### config.mk
export PLATFORM = sky130hd
export DESIGN_NAME = cfg_serial_master
export DESIGN_NICKNAME = d
export VERILOG_FILES = /design/src/rtl/cfg_serial_master.sv
export SDC_FILE = /design/constraint.sdc
export NUM_CORES = 1
export LEC_CHECK = 0
export CORE_MARGIN = 5
export CORE_UTILIZATION = 58
export CTS_BUF_LIST = sky130_fd_sc_hd__clkbuf_16
export CTS_CLUSTER_DIAMETER = 40
export DETAILED_ROUTE_END_ITERATION = 8
export DONT_BUFFER_PORTS = 1
export PLACE_DENSITY = 0.74
export SYNTH_ARGS = -nofsm -noshare
export SYNTH_HDL_FRONTEND = slang
export SYNTH_SLANG_ARGS = --single-unit
### constraint.sdc
create_clock -name clk -period 3.2 [get_ports clk]
set_clock_uncertainty 0.05 [all_clocks]
set_input_delay 0.64 -clock clk [delete_from_list [all_inputs] [get_ports clk]]
set_output_delay 0.64 -clock clk [all_outputs]
set_load 0.03 [all_outputs]
### src/rtl/cfg_serial_master.sv
module cfg_serial_master #(
  parameter int NBITS = 64,
  parameter int WIN   = 16,
  parameter int HOLD  = 4
) (
  input  logic                       clk,
  input  logic                       rst_n,
  input  logic                       auto_restart,
  input  logic                       tgt_done,
  input  logic                       oe_in,
  output logic                       oe_pull,
  output logic [$clog2(NBITS)-4:0]   rd_addr,
  input  logic [7:0]                 rd_data,
  output logic                       sclk_out,
  output logic                       sclk_oe,
  output logic                       sdata_out,
  output logic                       sdata_oe,
  output logic                       slave_mode
);
  localparam int CW = $clog2(NBITS);
  localparam int WW = $clog2(WIN + 1);
  localparam int HW = $clog2(HOLD + 1);
  localparam logic [CW-1:0] LAST = CW'(NBITS - 1);

  typedef enum logic [2:0] {S_INIT, S_STREAM, S_WAIT, S_DONE, S_ERR, S_HOLD, S_SLAVE} st_t;

  st_t           st;
  logic [CW-1:0] cnt;
  logic [WW-1:0] win;
  logic [HW-1:0] hold;
  logic          sclk_q;

  always_ff @(posedge clk or negedge rst_n) begin
    if (!rst_n) begin
      st     <= S_INIT;
      cnt    <= '0;
      win    <= '0;
      hold   <= '0;
      sclk_q <= 1'b0;
    end else begin
      case (st)
        S_INIT: begin
          cnt    <= '0;
          sclk_q <= 1'b0;
          if (oe_in) st <= tgt_done ? S_SLAVE : S_STREAM;
        end
        S_STREAM: begin
          if (!oe_in) begin
            st     <= S_HOLD;
            sclk_q <= 1'b0;
          end else if (tgt_done) begin
            st     <= S_ERR;
            hold   <= '0;
            sclk_q <= 1'b0;
          end else begin
            sclk_q <= ~sclk_q;
            if (sclk_q) begin
              if (cnt == LAST) begin
                st  <= S_WAIT;
                win <= '0;
              end else begin
                cnt <= cnt + 1'b1;
              end
            end
          end
        end
        S_WAIT: begin
          if (!oe_in) begin
            st     <= S_HOLD;
            sclk_q <= 1'b0;
          end else if (tgt_done) begin
            st     <= S_DONE;
            sclk_q <= 1'b0;
          end else begin
            sclk_q <= ~sclk_q;
            if (sclk_q) begin
              if (win == WW'(WIN - 1)) begin
                st     <= S_ERR;
                hold   <= '0;
                sclk_q <= 1'b0;
              end else begin
                win <= win + 1'b1;
              end
            end
          end
        end
        S_ERR: begin
          if (hold < HW'(HOLD - 1)) hold <= hold + 1'b1;
          else if (auto_restart) begin
            st  <= S_STREAM;
            cnt <= '0;
          end
        end
        S_HOLD: begin
          if (oe_in) begin
            st  <= S_STREAM;
            cnt <= '0;
          end
        end
        default: ;
      endcase
    end
  end

  assign oe_pull    = (st == S_ERR);
  assign slave_mode = (st == S_SLAVE);
  assign sclk_out   = sclk_q;
  assign sclk_oe    = (st != S_INIT) && (st != S_SLAVE);
  assign sdata_oe   = (st == S_STREAM) || (st == S_WAIT);
  assign rd_addr    = cnt[CW-1:3];
  assign sdata_out  = sdata_oe ? rd_data[cnt[2:0]] : 1'b0;

  assert_slave_quiet_R1: assert property (@(posedge clk) disable iff (!rst_n)
    slave_mode |-> (!sclk_oe && !sdata_oe && !oe_pull));

  assert_data_stable_R2: assert property (@(posedge clk) disable iff (!rst_n)
    $rose(sclk_out) |-> $stable(sdata_out));

  assert_early_done_R3: assert property (@(posedge clk) disable iff (!rst_n)
    (st == S_STREAM && oe_in && tgt_done) |=> oe_pull);

  assert_timeout_R4: assert property (@(posedge clk) disable iff (!rst_n)
    (st == S_WAIT && oe_in && !tgt_done && sclk_q && win == WW'(WIN - 1)) |=> oe_pull);

  assert_done_sticky_R5: assert property (@(posedge clk) disable iff (!rst_n)
    (st == S_DONE) |=> (st == S_DONE && !sclk_out));

  assert_err_sticky_R6: assert property (@(posedge clk) disable iff (!rst_n)
    (oe_pull && !auto_restart) |=> oe_pull);

  assert_hold_min_R7: assert property (@(posedge clk) disable iff (!rst_n)
    $fell(oe_pull) |-> $past(oe_pull, 4));
endmodule

**Yosys cells after proc, flatten, opt, wreduce, memory -nomap -nowiden**

Index checks and enable logic that the tools add are counted.

- Latch bits: 0
- Output and inout bits: 9
- Word-level logic and storage cells: 101
- Memories: 0
- Flip-flop bits (word level): 18
- Input port bits: 13
- Bits in writable memories: 0
- Memory bits (read-only): 0

- Reduce and logical (&&, ||, !) cells: 13
- Muxes and demuxes: 49
- $lt $le $gt $ge: 2
- Div/mod/pow operators: 0
- Shift operators: 0
- Equal/unequal tests: 28
- $mul: 0
- Bitwise logic cells: 1
- Add/subtract/negate cells: 3

Operators by type and width:

| kind | count |
|---|---|
| $mux 3 | 20 |
| $mux 6 | 7 |
| $mux 5 | 8 |
| $ne 2x2->1 const B | 15 |
| $pmux 6 s4 | 1 |
| $reduce_and 9->1 | 2 |
| $ne 4x4->1 const B | 4 |
| $reduce_and 8->1 | 2 |
| $pmux 3 s5 | 1 |
| $pmux 5 s2 | 1 |
| $eq 3x3->1 const B | 3 |
| $pmux 3 s3 | 1 |
| $reduce_bool 3->1 | 3 |
| $mux 1 | 8 |
| $add 6x1->6 const B | 1 |
| $eq 6x6->1 const B | 1 |
| $add 5x1->5 const B | 1 |
| $eq 5x4->1 const B | 1 |
| $reduce_bool 5->1 | 1 |
| $lt 3x4->1 const B | 1 |
| $reduce_bool 4->1 | 1 |
| $add 3x1->3 const B | 1 |
| $bmux 1 s3 | 1 |
| $eq 3x1->1 const B | 1 |
| other kinds (10) | 10 |

**Depth between registers and ports, before layout**

Gate-level depths: netlist of the first run.

- Word-level depth: 6
- Depth in mapped cells: 9
- Gate-level depth less buffers: 8

**Worst setup path before layout of the first run**

No wires, ideal clock.

- Path kind: register to register
- From: register win[0]
- To: register win[3]
- Setup time: 0.069 ns
- Cell stages (with the launch flop): 10
- Required time: 3.081 ns
- Arrival time: 2.145 ns
- Buffers on the path: 1
- Setup slack: 0.936 ns
- Path through: dfrtp_1 -> ha_1 -> and3_1 -> ha_1 -> nor4b_4 -> a41oi_1 -> or2_1 -> buf_6 -> or4_1 -> nand3_1

- Longest elaborated chain between the ends: 6
- Elaborated cells between the ends (all ways): 9

Ends and longest elaborated chain:

| what | RTL line | RTL |
|---|---|---|
| from (decl) | 29 | `logic [WW-1:0] win;` |
| from (signal assigned) | 82 | `win <= win + 1'b1;` |
| $add 5x1->5 | 82 |  |
| $mux 5 | 77 | `if (win == WW'(WIN - 1)) begin` |
| $mux 5 | 76 | `if (sclk_q) begin` |
| $mux 5 | 71 | `end else if (tgt_done) begin` |
| $mux 5 | 68 | `if (!oe_in) begin` |
| $pmux 5 s2 | 41 | `case (st)` |

Parallel ways exist; a longest one is shown, timed or not. The select of a mux whose other input is x is not followed.
A chain may end at the register's enable or synchronous reset.

**Worst setup path after layout of the first run**

Same ends and word-level chain as after synthesis.

==> results of run 1 <==
==> cells by family after synthesis <==
| kind of cell | Yosys count |
|---|---|
| fa+ha+maj | 4 |
| buf+inv | 18 |
| mux | 5 |
| compound gates | 38 |
| simple gates | 68 |
| xor+xnor | 6 |
| flops | 18 |
==> power by group <==
group | total (mW) | switching [mW] | internal, mW
clock network | 0.248 | 0.0822 | 0.166
logic | 0.477 | 0.273 | 0.204
registers | 0.406 | 0.138 | 0.268
==> registers in the layout (all words and copies together) (netlist names) <==
register and flops:
st 3, cnt 6, sclk_out 1, hold 3, win 5
==> metal layers <==
metal / up-vias / wire length [um] / share of wire / GRT usage
met5: - / 0 / 0 / 0
met4: 0 / 81 / 0.030 / 0.07285
met3: 8 / 167 / 0.061 / 0.03728
met2: 40 / 1214 / 0.44 / 0.2424
met1: 519 / 1278 / 0.47 / 0.2590
li1: 558 / - / - / -
==> cells in the final DEF, fill, tap and decap left out, drive strengths merged, types with 3 or more instances in the layout <==
cell / netlist / routed
a21o: 3 / 3
a21oi: 7 / 7
a22o: 4 / 4
and3: 3 / 3
clkbuf: 6 / 3
dfrtp: 18 / 18
ha: 4 / 4
inv: 7 / 7
mux2i: 3 / 3
nand2: 17 / 17
nand2b: 3 / 3
nand3: 7 / 7
nand3b: 3 / 3
nor2: 14 / 14
nor2b: 4 / 4
nor3: 5 / 5
nor3b: 4 / 4
o21ai: 8 / 8
xnor2: 6 / 6
==> worst max-delay path by stage <==
stage          slack (ns)      to  cells after the start
3_5_place_dp         0.85  win[3]                      8
4_1_cts              0.77  win[3]                      8
3_3_place_gp         0.89  win[3]                      8
2_1_floorplan        0.94  win[3]                      9
6_report             0.78  win[3]                      8
5_1_grt              0.64  win[3]                      8
==> Yosys cell counts, types with 4 or more instances <==
cell type	instances
a21oi_1	7
inv_1	7
ha_1	4
nor3b_1	4
clkbuf_1	6
xnor2_1	6
o21ai_0	8
nand2_1	17
nand3_1	7
nor3_1	5
nor2_1	14
a22o_1	4
nor2b_1	4
dfrtp_1	18
==> layout make-up <==
cell class / instances / area (sq um) / share of cell area
clock buffer: 3 / 75.07 / 0.05324
multi-input combinational: 121 / 812.0 / 0.5759
clock inverter: 1 / 3.754 / 0.002662
tap: 28 / 35.03 / 0.02484
timing repair buffer: 1 / 7.507 / 0.005324
inverter: 7 / 26.28 / 0.01863
sequential: 18 / 450.4 / 0.3194
==> stage by stage <==
step / setup WS, ns / util / power, mW / hold slack (ns) / std cells
4_1_cts: 0.7655 / 0.6374 / 1.135 / 0.02892 / 179
3_5_place_dp: 0.8459 / 0.6018 / 0.8805 / 0.2949 / 175
2_1_floorplan: 0.9361 / - / 0.8093 / 0.2944 / 157
5_1_grt: 0.6423 / 0.6374 / 1.215 / 0.02265 / 179
3_3_place_gp: 0.8908 / 0.6018 / 0.8690 / 0.2949 / 175
6_report: 0.7804 / 0.6374 / 1.131 / 0.03153 / 179
==> impl_metrics.env, run 1 <==
export IMPL_yosysSeqAreaShare=0.3321
export IMPL_drt_iter0_markers=58
export IMPL_p_per_area_nw_per_um2=802.1
export IMPL_synth_simple_area_share=0.2731
export IMPL_synth_warnings=0
export IMPL_ant_nets=0
export IMPL_ir_drop_uv=465.8
export IMPL_cts_tree="built"
export IMPL_synthFlopType="dfrtp_1"
export IMPL_path_max_fanout=10
export IMPL_crit_chain="ha_1 -> and3_1 -> ha_1 -> nor4b_4 -> a41oi_1 -> or2_1 -> or4_1 -> nand3_1"
export IMPL_synthXorXnorAreaFrac=0.03875
export IMPL_period_share=0.7561
export IMPL_num_io_pins=22
export IMPL_first_pass_iters=6
export IMPL_grt_total_usage=0.1742
export IMPL_syn_inst=157
export IMPL_ys_types=42
export IMPL_outcome="complete, no violations"
export IMPL_clk_latency_ns=0.25
export IMPL_root_buffer="clkbuf_16"
export IMPL_r2r_start="win[0]"
export IMPL_synthTopCellsByArea="dfrtp_1 (33%), nand2_1 (4.7%), nor2_1 (3.9%)"
export IMPL_yosysTopAreaCellShare=0.3321
export IMPL_cp_top_family="simple AND/OR/NAND/NOR gates"
export IMPL_reg2regPathDepth=8
export IMPL_fillers=199
export IMPL_slew_headroom=0.4997
export IMPL_hold_viol=0
export IMPL_antenna_found_initial=0
export IMPL_start_kind="register"
export IMPL_start_util=0.6131
export IMPL_synth_edff_count=0
export IMPL_hold_class="in2async"
export IMPL_cp_startpoint="win[0]"
export IMPL_cts_sinks=18
export IMPL_path_common_cell="ha_1"
export IMPL_cap_violations=0
export IMPL_critPathKind="reg2reg"
export IMPL_worstMarginPinSlew_ns=0.7505
export IMPL_nNetsFinal=169
export IMPL_tns_ns=0
export IMPL_post_cts_resize_count=0
export IMPL_path_buf_inv=0
export IMPL_placementRows=17
export IMPL_htree_levels=1
export IMPL_post_route_drc_count=0
export IMPL_cpPeakStageDelay_ns=0.49
export IMPL_grt_pass1_wl_mm=4.567
export IMPL_finalSetupViolCount=0
export IMPL_layout_drive_gt1_share=0.06623
export IMPL_cp_end_kind="register"
export IMPL_slowest_stage="or4_1"
export IMPL_ys_async_sr_fraction=1.000
export IMPL_ys_ff_latch=18
export IMPL_avgSynthCellArea_sq_um=8.639
export IMPL_dp_hpwl_mm=1.981
export IMPL_port_buffers=0
export IMPL_clockBufferDepth=2
export IMPL_fp_dieArea_sq_um=3405
export IMPL_post_cts_repair_setup_buffers=0
export IMPL_core_area_sq_um=2212
export IMPL_wl_per_cell_um=15.32
export IMPL_n_antenna_cell=0
export IMPL_hold_buffers=0
export IMPL_rsz0062_at_grt="false"
export IMPL_wirelength_mm=2.743
export IMPL_synthesis_area_sq_um=1356
export IMPL_clk_pin_slew_ns=0.05
export IMPL_via_count=1125
export IMPL_viasPerCell=6.285
export IMPL_grt_max_degree=25
export IMPL_die_h_um=58.36
export IMPL_worst_r2r_setup_slack_ns=0.78
export IMPL_postPlaceCellArea_sq_um=1331
export IMPL_gp_congestion=0.9402
export IMPL_synth_mux_area_frac=0.05535
export IMPL_timing_rr_end="win[3]"
export IMPL_area_delta_synth_final_pct=3.967
export IMPL_leakage_nw=0.6065
export IMPL_syn_num_nets=174
export IMPL_synth_largest_area_cell="dfrtp_1"
export IMPL_cp_arrival_ns=2.55
export IMPL_cp_data_required_time_ns=3.33
export IMPL_synth_top_family_by_area="simple AND/OR/NAND/NOR gates"
export IMPL_numCtsBuffers=3
export IMPL_synthAdderAreaFrac=0.03690
export IMPL_die_w_um=58.36
export IMPL_fmaxAchievable_mhz=413.3
export IMPL_grt_pass1_vias=954
export IMPL_grt_overflow=0
export IMPL_period_needed_ns=2.420
export IMPL_synth_compound_area_frac=0.1946
export IMPL_drv_slew=0
export IMPL_final_area_sq_um=1410
(Power assumes the default switching activity.)
==> run 2: changes to the inputs <==
==> constraint.sdc (replaced) <==
create_clock -name clk -period 2.3 [get_ports clk]
set_clock_uncertainty 0.05 [all_clocks]
set_input_delay 0.46 -clock clk [delete_from_list [all_inputs] [get_ports clk]]
set_output_delay 0.46 -clock clk [all_outputs]
set_load 0.03 [all_outputs]
==> impl_metrics.env, run 2 (synthesized netlist as in run 1, its figures left out) <==
export IMPL_cap_violations=0
export IMPL_largest_registers="cnt (6), win (5)"
export IMPL_hold_viol=0
export IMPL_leakage_nw=0.6601
export IMPL_clk_pin_slew_ns=0.05
export IMPL_n_antenna_cell=0
export IMPL_hold_slack_ns=0.4041
export IMPL_area_delta_synth_final_pct=11.99
export IMPL_die_w_um=58.36
export IMPL_layout_drive_gt1_share=0.1481
export IMPL_post_route_drc_count=0
export IMPL_wirelength_mm=3.283
export IMPL_path_max_fanout=11
export IMPL_gp_congestion=0.8948
export IMPL_period_needed_ns=2.199
export IMPL_worstMarginPinSlew_ns=0.8399
export IMPL_num_io_pins=22
export IMPL_start_kind="register"
export IMPL_largest_reg_flops=6
export IMPL_slew_headroom=0.4382
export IMPL_fmaxAchievable_mhz=454.8
export IMPL_final_common_cell="dfrtp_1"
export IMPL_critPathKind="reg2out"
export IMPL_cp_arrival_ns=1.69
export IMPL_htree_levels=1
export IMPL_grt_pass1_wl_mm=5.299
export IMPL_finalNonFillerCells=190
export IMPL_p_per_area_nw_per_um2=1120
export IMPL_grt_max_degree=19
export IMPL_wl_per_cell_um=17.28
export IMPL_nNetsFinal=181
export IMPL_drt_iter0_markers=40
export IMPL_cts_sinks=18
export IMPL_first_pass_iters=4
export IMPL_grt_pass1_vias=1193
export IMPL_grt_overflow=0
export IMPL_finalSetupViolCount=0
export IMPL_die_h_um=58.36
export IMPL_power_mw=1.701
export IMPL_ir_drop_uv=762.9
export IMPL_placementRows=17
export IMPL_outcome="complete, no violations"
export IMPL_port_buffers=0
export IMPL_drv_slew=0
export IMPL_via_count=1221
export IMPL_root_buffer="clkbuf_16"
export IMPL_viasPerCell=6.426
export IMPL_start_util=0.6131
export IMPL_antenna_found_initial=0
export IMPL_worst_r2r_setup_slack_ns=0.11
export IMPL_fp_dieArea_sq_um=3405
export IMPL_clockBufferDepth=2
export IMPL_dp_hpwl_mm=2.306
export IMPL_clk_latency_ns=0.25
export IMPL_grt_total_usage=0.2001
export IMPL_regMostFlops="cnt"
export IMPL_core_area_sq_um=2212
export IMPL_period_share=0.9559
export IMPL_mostFrequentLayoutCells="dfrtp_1 (18), nand2_1 (17), nor2_1 (14), buf_4 (12), o21ai_0 (8)"
export IMPL_hold_class="in2reg"
export IMPL_cp_end_kind="primary output"
export IMPL_numCtsBuffers=3
export IMPL_cp_data_required_time_ns=1.79
export IMPL_dpl_cell_count=183
export IMPL_ant_nets=0
export IMPL_cts_tree="built"
==> run 2: cell type report <==
class,count,area (sq um)
Sequential cell,18,450.4
Fill cell,179,693.2
Timing Repair Buffer,13,100.1
Clock buffer,3,75.07
Tap cell,28,35.03
Multi-Input combinational cell,121,832.0
Inverter,7,26.28
==> run 2: where the power goes <==
part,switching [mW],internal (mW),total (mW)
logic,0.502,0.354,0.857
clock network,0.117,0.229,0.346
registers,0.124,0.374,0.499
==> run 2: worst max-delay path, cell delays in order (launching register included) <==
cell	delay, ns
dfrtp_1	0.51
buf_4	0.24
nor2b_1	0.31
and2_1	0.37
==> run 2: metal layers <==
| metal | routed length (um) | track usage | part of all wire |
|---|---|---|---|
| met3 | 233 | 0.04605 | 0.071 |
| met4 | 99 | 0.09272 | 0.030 |
| met1 | 1348 | 0.2483 | 0.41 |
| met5 | 0 | 0 | 0 |
| met2 | 1600 | 0.3285 | 0.49 |
==> run 2: what timing repair did <==
item | CTS | global route
hold buffers | 1 | 0
setup endpoints to repair | 0 | 2
resized for setup | 0 | 4
buffers inserted | 0 | 3
hold endpoints to repair | 18 | 0
==> run 2: final timing paths <==
kind,start,to,cells after the start
setup / recovery,st[0],slave_mode,3
hold / removal,tgt_done,st[1],2
hold reg to reg,win[4],win[4],2
max in group asynchronous,rst_n,hold[1],1
setup reg to reg,win[1],win[2],9
min in group asynchronous,rst_n,sclk_out,1
==> run 2: metrics by stage <==
stage / setup TNS [ns] / setup WS [ns] / area [sq um] / utilization
5_1_grt: -0.01579 / -0.01579 / 1519 / 0.6867
2_1_floorplan: 0 / 0.03614 / 1356 / -
3_5_place_dp: 0 / 0.03799 / 1391 / 0.6290
6_report: 0 / 0.1014 / 1519 / 0.6867
3_3_place_gp: 0 / 0.1149 / 1391 / 0.6290
4_1_cts: 0 / 0.03578 / 1476 / 0.6674
